`config.mk`:
```
export PLATFORM = sky130hd
export DESIGN_NAME = tc_buffer_ctrl
export DESIGN_NICKNAME = d
export VERILOG_FILES = /design/src/rtl/tcb_pkg.sv /design/src/rtl/tcb_regif.sv /design/src/rtl/tcb_counter.sv /design/src/rtl/tcb_buffers.sv /design/src/rtl/tc_buffer_ctrl.sv
export SDC_FILE = /design/constraint.sdc
export NUM_CORES = 1
export LEC_CHECK = 0
export ABC_AREA = 0
export CAP_MARGIN = 30
export CORE_MARGIN = 4
export CORE_UTILIZATION = 30
export CTS_BUF_LIST = sky130_fd_sc_hd__clkbuf_4 sky130_fd_sc_hd__clkbuf_8
export CTS_CLUSTER_DIAMETER = 60
export CTS_CLUSTER_SIZE = 20
export DETAILED_ROUTE_END_ITERATION = 12
export GPL_ROUTABILITY_DRIVEN = 0
export GPL_TIMING_DRIVEN = 0
export HOLD_SLACK_MARGIN = 0.15
export PLACE_DENSITY = 0.48
export SYNTH_ARGS = -nofsm -noshare
export SYNTH_HDL_FRONTEND = slang
export SYNTH_SLANG_ARGS = --single-unit
```
`constraint.sdc`:
```
create_clock -name clk -period 6.1 [get_ports clk]
set_input_delay 0.915 -clock clk [delete_from_list [all_inputs] [get_ports clk]]
set_output_delay 0.915 -clock clk [all_outputs]
set_load 0.01 [all_outputs]
```
`src/rtl/tcb_pkg.sv`:
```
package tcb_pkg;

   typedef enum logic [1:0] {
      CMD_NONE    = 2'b00,
      CMD_UPDATE  = 2'b01,
      CMD_RESTART = 2'b10,
      CMD_HARDRST = 2'b11
   } tcb_cmd_e;

   localparam int ADR_CTRL_CLR = 0;
   localparam int ADR_CTRL_SET = 1;
   localparam int ADR_FLAG_CLR = 2;
   localparam int ADR_FLAG_SET = 3;
   localparam int ADR_COUNT    = 4;
   localparam int ADR_PERBUF   = 5;
   localparam int ADR_CCBUF0   = 6;

   localparam int CTRL_DIR_BIT  = 0;
   localparam int CTRL_LOCK_BIT = 1;
   localparam int CTRL_CMD_LSB  = 2;

endpackage

```
`src/rtl/tcb_regif.sv`:
```
module tcb_regif
   import tcb_pkg::*;
#(
   parameter int W   = 16,
   parameter int NCC = 4,
   parameter int AW  = 4
) (
   input  logic              clk,
   input  logic              rst_n,
   input  logic              wr_en,
   input  logic [AW-1:0]     wr_addr,
   input  logic [W-1:0]      wr_data,
   input  logic [AW-1:0]     rd_addr,
   input  logic              hrst,
   input  logic [W-1:0]      cnt,
   input  logic              dir,
   input  logic [NCC:0]      flags,
   input  logic [W-1:0]      perbuf,
   input  logic [NCC*W-1:0]  ccbuf,
   input  logic [W-1:0]      per,
   input  logic [NCC*W-1:0]  cc,
   output logic              lock,
   output logic              dir_set,
   output logic              dir_clr,
   output logic              cmd_upd,
   output logic              cmd_restart,
   output logic              cmd_hrst,
   output logic [NCC:0]      flag_set,
   output logic [NCC:0]      flag_clr,
   output logic              perbuf_we,
   output logic [NCC-1:0]    ccbuf_we,
   output logic [W-1:0]      rd_data
);

   localparam int A_PER = ADR_CCBUF0 + NCC;
   localparam int A_CC0 = A_PER + 1;

   logic     wr_cs, wr_cc, wr_fs, wr_fc;
   tcb_cmd_e cmd;

   assign wr_cs = wr_en && (wr_addr == AW'(ADR_CTRL_SET));
   assign wr_cc = wr_en && (wr_addr == AW'(ADR_CTRL_CLR));
   assign wr_fs = wr_en && (wr_addr == AW'(ADR_FLAG_SET));
   assign wr_fc = wr_en && (wr_addr == AW'(ADR_FLAG_CLR));

   // commands are issued only through the set address; they are never stored
   assign cmd         = tcb_cmd_e'(wr_data[CTRL_CMD_LSB +: 2]);
   assign cmd_upd     = wr_cs && (cmd == CMD_UPDATE);
   assign cmd_restart = wr_cs && (cmd == CMD_RESTART);
   assign cmd_hrst    = wr_cs && (cmd == CMD_HARDRST);

   assign dir_set  = wr_cs && wr_data[CTRL_DIR_BIT];
   assign dir_clr  = wr_cc && wr_data[CTRL_DIR_BIT];
   assign flag_set = wr_fs ? wr_data[NCC:0] : '0;
   assign flag_clr = wr_fc ? wr_data[NCC:0] : '0;

   assign perbuf_we = wr_en && (wr_addr == AW'(ADR_PERBUF));

   for (genvar i = 0; i < NCC; i++) begin : g_ccwe
      assign ccbuf_we[i] = wr_en && (wr_addr == AW'(ADR_CCBUF0 + i));
   end

   always_ff @(posedge clk or negedge rst_n) begin
      if (!rst_n) begin
         lock <= 1'b0;
      end else if (hrst) begin
         lock <= 1'b0;
      end else if (wr_cs && wr_data[CTRL_LOCK_BIT]) begin
         lock <= 1'b1;
      end else if (wr_cc && wr_data[CTRL_LOCK_BIT]) begin
         lock <= 1'b0;
      end
   end

   always_comb begin
      rd_data = '0;
      if (rd_addr == AW'(ADR_CTRL_SET) || rd_addr == AW'(ADR_CTRL_CLR)) begin
         rd_data[CTRL_LOCK_BIT] = lock;
         rd_data[CTRL_DIR_BIT]  = dir;
      end
      if (rd_addr == AW'(ADR_FLAG_SET) || rd_addr == AW'(ADR_FLAG_CLR)) begin
         rd_data[NCC:0] = flags;
      end
      if (rd_addr == AW'(ADR_COUNT))  rd_data = cnt;
      if (rd_addr == AW'(ADR_PERBUF)) rd_data = perbuf;
      if (rd_addr == AW'(A_PER))      rd_data = per;
      for (int i = 0; i < NCC; i++) begin
         if (rd_addr == AW'(ADR_CCBUF0 + i)) rd_data = ccbuf[i*W +: W];
         if (rd_addr == AW'(A_CC0 + i))      rd_data = cc[i*W +: W];
      end
   end

   // command field never reads back non-zero
   p_cmd_reads_zero_r9: assert property (@(posedge clk) disable iff (!rst_n)
      (rd_addr == AW'(ADR_CTRL_SET)) |-> (rd_data[CTRL_CMD_LSB +: 2] == 2'b00));

   // a lock set request is visible in the next cycle
   p_lock_set_r10: assert property (@(posedge clk) disable iff (!rst_n)
      (wr_cs && wr_data[CTRL_LOCK_BIT] && !hrst) |=> lock);

endmodule

```
`src/rtl/tcb_counter.sv`:
```
module tcb_counter #(
   parameter int W = 16
) (
   input  logic         clk,
   input  logic         rst_n,
   input  logic         run,
   input  logic [W-1:0] per,
   input  logic         restart,
   input  logic         hrst,
   input  logic         dir_set,
   input  logic         dir_clr,
   output logic [W-1:0] cnt,
   output logic         dir,
   output logic         at_end
);

   localparam logic [W-1:0] ZERO = '0;
   localparam logic [W-1:0] ONE  = W'(1);

   // UPDATE condition from counting: top when up, bottom when down
   assign at_end = run && (dir ? (cnt == ZERO) : (cnt == per));

   always_ff @(posedge clk or negedge rst_n) begin
      if (!rst_n) begin
         cnt <= ZERO;
         dir <= 1'b0;
      end else if (hrst || restart) begin
         cnt <= ZERO;
         dir <= 1'b0;
      end else begin
         if (run) begin
            if (at_end)   cnt <= dir ? per : ZERO;
            else if (dir) cnt <= cnt - ONE;
            else          cnt <= cnt + ONE;
         end
         if (dir_set)      dir <= 1'b1;
         else if (dir_clr) dir <= 1'b0;
      end
   end

   p_restart_clears_r7: assert property (@(posedge clk) disable iff (!rst_n)
      restart |=> (cnt == ZERO && !dir));

   p_wrap_at_top_r3: assert property (@(posedge clk) disable iff (!rst_n)
      (at_end && !dir && !restart && !hrst) |=> (cnt == ZERO));

   p_reload_at_bottom_r4: assert property (@(posedge clk) disable iff (!rst_n)
      (at_end && dir && !restart && !hrst) |=> (cnt == $past(per)));

endmodule

```
`src/rtl/tcb_buffers.sv`:
```
module tcb_buffers #(
   parameter int           W       = 16,
   parameter int           NCC     = 4,
   parameter bit           CAP_EN  = 1'b1,
   parameter logic [W-1:0] PER_RST = '1
) (
   input  logic              clk,
   input  logic              rst_n,
   input  logic              hrst,
   input  logic              upd,
   input  logic              lock,
   input  logic              cap_mode,
   input  logic [W-1:0]      cnt,
   input  logic [W-1:0]      wdata,
   input  logic              perbuf_we,
   input  logic [NCC-1:0]    ccbuf_we,
   input  logic [NCC:0]      flag_set,
   input  logic [NCC:0]      flag_clr,
   input  logic [NCC-1:0]    cap_evt,
   input  logic [NCC-1:0]    cap_clr,
   output logic [W-1:0]      perbuf,
   output logic [NCC*W-1:0]  ccbuf,
   output logic [W-1:0]      per,
   output logic [NCC*W-1:0]  cc,
   output logic [NCC:0]      flags
);

   logic           cap_on;
   logic [NCC-1:0] cap_hit, cap_drop;
   logic           xfer_per, xfer_cc;
   logic           per_flag;
   logic [NCC-1:0] cc_flag;

   if (CAP_EN) begin : g_capture
      assign cap_on   = cap_mode;
      assign cap_hit  = cap_mode ? cap_evt : '0;
      assign cap_drop = cap_mode ? cap_clr : '0;
   end else begin : g_no_capture
      logic unused_cap;
      assign unused_cap = cap_mode ^ (^cap_evt) ^ (^cap_clr);
      assign cap_on   = 1'b0;
      assign cap_hit  = '0;
      assign cap_drop = '0;
   end

   // capture ignores the lock and hands the compare flags to the capture path
   assign xfer_per = upd && (!lock || cap_on);
   assign xfer_cc  = upd && !lock && !cap_on;

   assign flags = {cc_flag, per_flag};

   always_ff @(posedge clk or negedge rst_n) begin
      if (!rst_n) begin
         per      <= PER_RST;
         perbuf   <= '0;
         per_flag <= 1'b0;
      end else if (hrst) begin
         per      <= PER_RST;
         perbuf   <= '0;
         per_flag <= 1'b0;
      end else begin
         if (xfer_per && per_flag) per <= perbuf;
         if (perbuf_we)            perbuf <= wdata;
         if (flag_set[0])          per_flag <= 1'b1;
         else if (flag_clr[0])     per_flag <= 1'b0;
         else if (perbuf_we)       per_flag <= 1'b1;
         else if (xfer_per)        per_flag <= 1'b0;
      end
   end

   always_ff @(posedge clk or negedge rst_n) begin
      if (!rst_n) begin
         cc      <= '0;
         ccbuf   <= '0;
         cc_flag <= '0;
      end else if (hrst) begin
         cc      <= '0;
         ccbuf   <= '0;
         cc_flag <= '0;
      end else begin
         for (int i = 0; i < NCC; i++) begin
            if (xfer_cc && cc_flag[i]) cc[i*W +: W] <= ccbuf[i*W +: W];
            if (ccbuf_we[i])           ccbuf[i*W +: W] <= wdata;
            else if (cap_hit[i])       ccbuf[i*W +: W] <= cnt;
            if (flag_set[i+1])                    cc_flag[i] <= 1'b1;
            else if (flag_clr[i+1])               cc_flag[i] <= 1'b0;
            else if (ccbuf_we[i] || cap_hit[i])   cc_flag[i] <= 1'b1;
            else if (cap_drop[i] || xfer_cc)      cc_flag[i] <= 1'b0;
         end
      end
   end

   p_lock_holds_r5: assert property (@(posedge clk) disable iff (!rst_n)
      (upd && lock && !cap_mode && !hrst) |=> ($stable(per) && $stable(cc)));

   p_flag_clears_r3: assert property (@(posedge clk) disable iff (!rst_n)
      (upd && !lock && !hrst && !perbuf_we && !flag_set[0]) |=> !flags[0]);

   p_capture_sets_r11: assert property (@(posedge clk) disable iff (!rst_n)
      (CAP_EN && cap_mode && cap_evt[0] && !hrst && !flag_clr[1]) |=> flags[1]);

   p_hard_reset_r8: assert property (@(posedge clk) disable iff (!rst_n)
      hrst |=> (per == PER_RST && flags == '0));

endmodule

```
`src/rtl/tc_buffer_ctrl.sv`:
```
module tc_buffer_ctrl
   import tcb_pkg::*;
#(
   parameter int               WIDTH      = 16,
   parameter int               NCC        = 4,
   parameter int               ADDR_W     = 4,
   parameter bit               CAPTURE_EN = 1'b1,
   parameter logic [WIDTH-1:0] PER_RESET  = '1
) (
   input  logic                  clk,
   input  logic                  rst_n,
   input  logic                  run_i,
   input  logic                  cap_mode_i,
   input  logic [NCC-1:0]        cap_evt_i,
   input  logic [NCC-1:0]        cap_clr_i,
   input  logic                  wr_en_i,
   input  logic [ADDR_W-1:0]     wr_addr_i,
   input  logic [WIDTH-1:0]      wr_data_i,
   input  logic [ADDR_W-1:0]     rd_addr_i,
   output logic [WIDTH-1:0]      rd_data_o,
   output logic [WIDTH-1:0]      cnt_o,
   output logic                  dir_o,
   output logic                  update_o,
   output logic [WIDTH-1:0]      per_o,
   output logic [NCC*WIDTH-1:0]  cc_o
);

   localparam int NREGS = ADR_CCBUF0 + 2 * NCC + 1;

   initial begin
      a_width_ok: assert (WIDTH >= 8 && WIDTH <= 32);
      a_ncc_ok:   assert (NCC >= 1 && NCC <= 4);
      a_addr_ok:  assert ((1 << ADDR_W) >= NREGS);
   end

   logic                 lock, dir_set, dir_clr;
   logic                 cmd_upd, cmd_restart, cmd_hrst, hrst_go;
   logic [NCC:0]         flag_set, flag_clr, flags;
   logic                 perbuf_we;
   logic [NCC-1:0]       ccbuf_we;
   logic [WIDTH-1:0]     perbuf;
   logic [NCC*WIDTH-1:0] ccbuf;
   logic                 at_end, upd;

   // a hard reset only applies while the timer is off
   assign hrst_go  = cmd_hrst && !run_i;
   assign upd      = at_end || cmd_upd;
   assign update_o = upd;

   tcb_regif #(.W(WIDTH), .NCC(NCC), .AW(ADDR_W)) u_regif (
      .clk(clk), .rst_n(rst_n),
      .wr_en(wr_en_i), .wr_addr(wr_addr_i), .wr_data(wr_data_i),
      .rd_addr(rd_addr_i), .hrst(hrst_go),
      .cnt(cnt_o), .dir(dir_o), .flags(flags),
      .perbuf(perbuf), .ccbuf(ccbuf), .per(per_o), .cc(cc_o),
      .lock(lock), .dir_set(dir_set), .dir_clr(dir_clr),
      .cmd_upd(cmd_upd), .cmd_restart(cmd_restart), .cmd_hrst(cmd_hrst),
      .flag_set(flag_set), .flag_clr(flag_clr),
      .perbuf_we(perbuf_we), .ccbuf_we(ccbuf_we), .rd_data(rd_data_o)
   );

   tcb_counter #(.W(WIDTH)) u_counter (
      .clk(clk), .rst_n(rst_n), .run(run_i), .per(per_o),
      .restart(cmd_restart), .hrst(hrst_go),
      .dir_set(dir_set), .dir_clr(dir_clr),
      .cnt(cnt_o), .dir(dir_o), .at_end(at_end)
   );

   tcb_buffers #(.W(WIDTH), .NCC(NCC), .CAP_EN(CAPTURE_EN), .PER_RST(PER_RESET)) u_buffers (
      .clk(clk), .rst_n(rst_n), .hrst(hrst_go), .upd(upd), .lock(lock),
      .cap_mode(cap_mode_i), .cnt(cnt_o), .wdata(wr_data_i),
      .perbuf_we(perbuf_we), .ccbuf_we(ccbuf_we),
      .flag_set(flag_set), .flag_clr(flag_clr),
      .cap_evt(cap_evt_i), .cap_clr(cap_clr_i),
      .perbuf(perbuf), .ccbuf(ccbuf), .per(per_o), .cc(cc_o), .flags(flags)
   );

   p_hrst_ignored_running_r8: assert property (@(posedge clk) disable iff (!rst_n)
      (cmd_hrst && run_i && !cmd_upd) |=> $stable(per_o));

endmodule

```
# Word-level counts from Yosys, hierarchy flattened

Index checks and enable logic that the tools add are counted.

Register bits: 183
Latch bits: 0
Memory bits (writable): 0
Bits in read-only memories: 0
Input bits: 37
Output and inout port bits: 114
Memories: 0

Add/sub/neg operators: 2
Multiply operators: 0
Div/mod/pow operators: 0
$lt $le $gt $ge: 0
Equality and inequality tests: 26
Shift operators: 0
Muxes and demuxes: 69
Bitwise logic cells: 0
Reductions and logical operators: 63

Operators with widths:

| operator                                            | count |
|---|---|
| 2-to-1 mux 16 bit                                   | 32 |
| 2-to-1 mux 64 bit                                   | 2 |
| equality test 4 bit, second input constant          | 9 |
| equality test 4 x 3 -> 1 bit, second input constant | 7 |
| 2-to-1 mux 1 bit                                    | 28 |
| logical AND 1 bit                                   | 26 |
| nonzero test 5 bit                                  | 5 |
| nonzero test 3 bit                                  | 6 |
| adder 16 x 1 -> 16 bit, second input constant       | 1 |
| equality test 16 bit                                | 1 |
| equality test 4 x 2 -> 1 bit, second input constant | 4 |
| zero test 16 bit                                    | 1 |
| subtractor 16 x 1 -> 16 bit, second input constant  | 1 |
| 2-to-1 mux 5 bit                                    | 3 |
| nonzero test 2 bit                                  | 7 |
| logical OR 1 bit                                    | 13 |
| 2-to-1 mux 4 bit                                    | 3 |
| equality test 4 x 1 -> 1 bit, second input constant | 2 |
| zero test 4 bit                                     | 2 |
| equality test 2 bit, second input constant          | 2 |
| zero test 1 bit                                     | 3 |
| equality test 2 x 1 -> 1 bit, second input constant | 1 |
| 2-to-1 mux 2 bit                                    | 1 |

# Longest topological paths before layout

Word-level depth: 15
Depth in mapped cells: 10

# By module

A second synthesis with hierarchy kept.

Cell total of the unflattened synthesis: 1,130
Area, all modules: 11,020.6 um^2

Modules (own cells, without submodules):

| module         | times used | cells an instance | area each (um^2) | sequential area each (um^2) |
|---|---|---|---|---|
| tcb_buffers    | 1          | 589               | 7,149.4          | 4,149.0 |
| tcb_regif      | 1          | 320               | 2,060.7          | 25.0 |
| tcb_counter    | 1          | 219               | 1,798.0          | 425.4 |
| tc_buffer_ctrl | 1          | 2                 | 12.5             | 0.0 |

# Worst setup path after synthesis

No wires, ideal clock.

Path kind: input -> output
From: in rd_addr_i[1]
To: out rd_data_o[3]
Arrival: 2.401 ns
Slack: 2.784 ns
Stages on the path: 7
Cells stage by stage: clkbuf_1 buf_1 mux2_2 a222oi_1 nand3_1 o21ai_0 nand4_1

Longest elaborated chain between the ends: 14

RTL lines:

| item                         | RTL line             | source |
|---|---|---|
| start: declaration           | tc_buffer_ctrl.sv:19 | `input logic [ADDR_W-1:0] rd_addr_i,` |
| equality test 4 x 2 -> 1 bit | tcb_regif.sv:81      | `if (rd_addr == AW'(ADR_FLAG_SET) \|\| rd_addr == AW'(ADR_FLAG_CLR)) begin` |
| logical OR 1 bit             | tcb_regif.sv:81      |  |
| 2-to-1 mux 5 bit             | tcb_regif.sv:81      |  |
| 2-to-1 mux 16 bit            | tcb_regif.sv:84      | `if (rd_addr == AW'(ADR_COUNT)) rd_data = cnt;` |
| 2-to-1 mux 16 bit            | tcb_regif.sv:85      | `if (rd_addr == AW'(ADR_PERBUF)) rd_data = perbuf;` |
| 2-to-1 mux 16 bit            | tcb_regif.sv:86      | `if (rd_addr == AW'(A_PER)) rd_data = per;` |
| 2-to-1 mux 16 bit            | tcb_regif.sv:88      | `if (rd_addr == AW'(ADR_CCBUF0 + i)) rd_data = ccbuf[i*W +: W];` |
| 2-to-1 mux 16 bit            | tcb_regif.sv:89      | `if (rd_addr == AW'(A_CC0 + i)) rd_data = cc[i*W +: W];` |
| 2-to-1 mux 16 bit            | tcb_regif.sv:88      |  |
| 2-to-1 mux 16 bit            | tcb_regif.sv:89      |  |
| 2-to-1 mux 16 bit            | tcb_regif.sv:88      |  |
| 2-to-1 mux 16 bit            | tcb_regif.sv:89      |  |
| 2-to-1 mux 16 bit            | tcb_regif.sv:88      |  |
| 2-to-1 mux 16 bit *          | tcb_regif.sv:89      |  |
| end: declaration             | tc_buffer_ctrl.sv:20 | `output logic [WIDTH-1:0] rd_data_o,` |

Mark *: on every way between the ends. The rest lies on a longest branch, timed or not.

# Worst setup path in the final report

From: in rd_addr_i[1]
To: out rd_data_o[12]

Longest elaborated chain between the ends: 12

RTL lines:

| item                         | RTL line |
|---|---|
| equality test 4 x 3 -> 1 bit | tcb_regif.sv:84 |
| 2-to-1 mux 16 bit            | tcb_regif.sv:84 |
| 2-to-1 mux 16 bit            | tcb_regif.sv:85 |
| 2-to-1 mux 16 bit            | tcb_regif.sv:86 |
| 2-to-1 mux 16 bit            | tcb_regif.sv:88 |
| 2-to-1 mux 16 bit            | tcb_regif.sv:89 |
| 2-to-1 mux 16 bit            | tcb_regif.sv:88 |
| 2-to-1 mux 16 bit            | tcb_regif.sv:89 |
| 2-to-1 mux 16 bit            | tcb_regif.sv:88 |
| 2-to-1 mux 16 bit            | tcb_regif.sv:89 |
| 2-to-1 mux 16 bit            | tcb_regif.sv:88 |
| 2-to-1 mux 16 bit *          | tcb_regif.sv:89 |

Marks and branches as above.

==> summary.txt <==
Status
  • Outcome: finished clean

Global route
  • GR Layer Usage met1: between 30% and 40%
  • Global Route Usage Sum: a little under a quarter
  • Met2 GRT Util: around two fifths
  • GR peak layer: met2
  • Largest net degree at the start of global routing: 84
  • Vias in the first global route: 10,720
  • Initial antenna violation count: 0
  • Global route total overflow: 0
  • GRT met3 Usage: between 3 and 4%
  • Global-route wire length before repair: ~71,000 um

Final layout
  • Leading cell type in the layout, fill and taps excluded: nand2_1
  • # nets final: between 1,500 and 2,000
  • Post-layout instance area: approximately 13,000 um^2
  • Inserted Diodes: 0
  • Final core utilization: between 30% and 40%
  • Most frequent cells in the layout: nand2_1, dfrtp_1, clkdlybuf4s50_1, nor2_1, nand3_1
  • Layout cell share with drive strength beyond 1: 8.033%
  • Area Growth Syn to Fin: 22.68%

Worst setup path
  • Critical Path Start Type: input port
  • Worst path required time: roughly 5.2 ns
  • Critical setup path kind: in -> out
  • CP Capture Type: primary output
  • Crit path max fanout: 10
  • Worst EP arrival: around 4.8 ns

Timing
  • Tmin final: approximately 5.7 ns
  • Final period util: between 90 and 100%
  • Clk_skew: 0.02262 ns
  • Final slew viol count: 0
  • RSZ-0062 raised after global routing: no
  • Endpoints failing hold: 0
  • Final worst slack: roughly 0.43 ns
  • Measured slew at the worst slew-check pin: 0.9986 ns
  • Slew headroom: about a third
  • Final setup fails: 0
  • Peak Freq: around 0.18 GHz

Place
  • DP Area: 12,830 um^2
  • PortBufs: between 100 and 150
  • Placement Setup Slack: 0.4818 ns
  • HPWL Detailed: between 30,000 and 40,000 um

Synth
  • Syn_nets: 1,346
  • Post-synth design cell area: roughly 11,000 um^2
  • Synth warn: 0
  • Post-synth top area share: between 30% and 40%
  • Syn Area/Cell: 8.328 um^2
  • Number of synthesized flops with an enable pin: 0
  • Synth area leaders: dfrtp_1, nand2_1, a311oi_1, nand3_1, nor2_1
  • Post-synthesis sequential area ratio: between 40 and 50%
  • Top_reg_cell synth: dfrtp_1
  • Fraction of registers with async set/reset: between 90% and 100%
  • Number of synthesized register bits: between 150 and 200
  • Number of library cell types mapped by synthesis: 63
  • Area leader, netlist: dfrtp_1
  • Gate Count Post-Synth: roughly 1,300

Clock tree
  • # Post-CTS Setup Buffers: 0
  • CTS Sinks: 183
  • CTS tree: done
  • Post-CTS resize count: 0
  • Skew-Pair Late Insertion Delay: around 0.50 ns
  • CTS root buffer: clkbuf_8
  • Total CTS buffers: 17
  • CTS Hold Buffers Added: 0
  • CTS H-tree lvls: 4
  • CTS max path bufs: 2
  • Clock transition at path regs: approximately 0.11 ns

Floorplanning
  • Core area: around 35,000 um^2
  • Die height: 197.5 um
  • Die Wd: ~200 um
  • Row Count: slightly below 70
  • Die area: ~39,000 um^2
  • Starting Density: a little under a third
  • Number of I/O pins: ~150

Run
  • # Max-Cap Violations: 0

Route
  • 1st-pass router iterations: 6
  • Total wire length: approximately 47,000 um
  • DRC: 0
  • DR WL/cell: approximately 25 um
  • Via density: between 5 and 6
  • Vias: approximately 11,000
  • Initial DRC Count: approximately 1,000
  • Post-route ant nets: 0

Pwr
  • Leakage dissipation: ~5.3 nW
  • Pwr Density: 350.8 nW/um^2
  • VDD IR max: ~240 uV

Min path
  • Hold Path Class: in -> async
-- power breakdown --
part           switching [W]  internal (W)
logic                0.00100      0.000856
registers           0.000382       0.00153
clock network       0.000517      0.000353
-- state kept, by name, summed over array words and instances (netlist names) --
signal and flops:
u_buffers.per_flag 1, u_buffers.perbuf 16, u_regif.lock 1, u_buffers.cc 64, u_buffers.cc_flag 4, u_counter.dir 1, u_buffers.per 16, u_counter.cnt 16
u_buffers.ccbuf 64
-- critical path, stage by stage --
cell	delay, ns
clkdlybuf4s50_1	0.57
clkbuf_1	0.41
nand2_1	0.23
nor2_1	0.68
clkbuf_1	0.72
a21oi_1	0.16
o211ai_1	0.13
a221oi_1	0.13
o211ai_1	0.21
clkdlybuf4s50_1	0.59
-- cell type report --
class | count | area, um^2
Fill cell | 3653 | 22260
Multi-Input combinational cell | 990 | 5624
Sequential cell | 183 | 4599
Timing Repair Buffer | 144 | 1481
Tap cell | 461 | 576.8
Buffer | 118 | 541.8
Clock buffer | 19 | 255.2
Clock inverter | 12 | 130.1
Inverter | 3 | 11.26
-- per-stage QoR --
stage / total power (W) / hold slack [ns] / setup TNS [ns] / std cells
3_5_place_dp: 0.003762 / 0.5052 / 0 / 1899
6_report: 0.004638 / 0.2805 / 0 / 1930
5_1_grt: 0.004906 / 0.2884 / 0 / 1930
3_3_place_gp: 0.003747 / 0.5062 / -724.58 / 1897
4_1_cts: 0.004626 / 0.2737 / 0 / 1930
2_1_floorplan: 0.002940 / 0.4657 / 0 / 1294
-- Yosys cell counts, types with 10 or more instances --
cell      instances
o21ai_0          54
a31oi_1          11
o21ai_1          35
dfstp_2          16
nand3_1          91
a22o_1           10
dfrtp_1         167
nand4_1          12
nor2b_1          11
buf_2            40
mux2i_1          21
a311oi_1         65
a22oi_1          17
nand2_1         290
nor2_1          119
clkbuf_1         61
a21oi_1          58
o211ai_1         18
a221o_1          12
ha_1             14
a221oi_1         20
xnor2_1          20
nor3_1           20
-- path summary, 6_finish.rpt --
kind                                           startpoint  slack (ns)                       endpoint  depth (start not counted)
max reg2reg                     u_counter.dir$_DFFE_PN0P_        2.96  u_counter.cnt[10]$_DFFE_PN0P_                          7
max in group asynchronous                           rst_n        4.69   u_buffers.per[1]$_DFFE_PN1P_                          3
max                                          rd_addr_i[1]        0.43                  rd_data_o[12]                         10
min                                                 rst_n        0.28   u_buffers.cc[22]$_DFFE_PN0P_                          1
min in group clk           u_buffers.ccbuf[4]$_DFFE_PN0P_        0.53    u_buffers.cc[4]$_DFFE_PN0P_                          2
min reg2reg                u_buffers.ccbuf[4]$_DFFE_PN0P_        0.53    u_buffers.cc[4]$_DFFE_PN0P_                          2
-- routing by layer --
| metal | vias to the layer above | share of wire [%] | wire (um) |
|---|---|---|---|
| li1 | 5004 | - | - |
| met1 | 5353 | 44 | 20660 |
| met2 | 442 | 48 | 22690 |
| met3 | 46 | 6.5 | 3072 |
| met4 | 0 | 1.9 | 893 |
| met5 | - | 0 | 0 |
-- cell families (layout without fill, tap and decap cells) --
group / count (synthesis) / after routing / synth area share (%)
compound gates: 342 / 342 / 22.35
buf+inv: 121 / 296 / 5.132
flops: 183 / 183 / 42.68
mux: 28 / 28 / 2.682
simple gates: 579 / 579 / 23.23
fa+ha+maj: 15 / 15 / 1.811
xor+xnor: 26 / 26 / 2.113
Power figures use the tool's default switching activity.
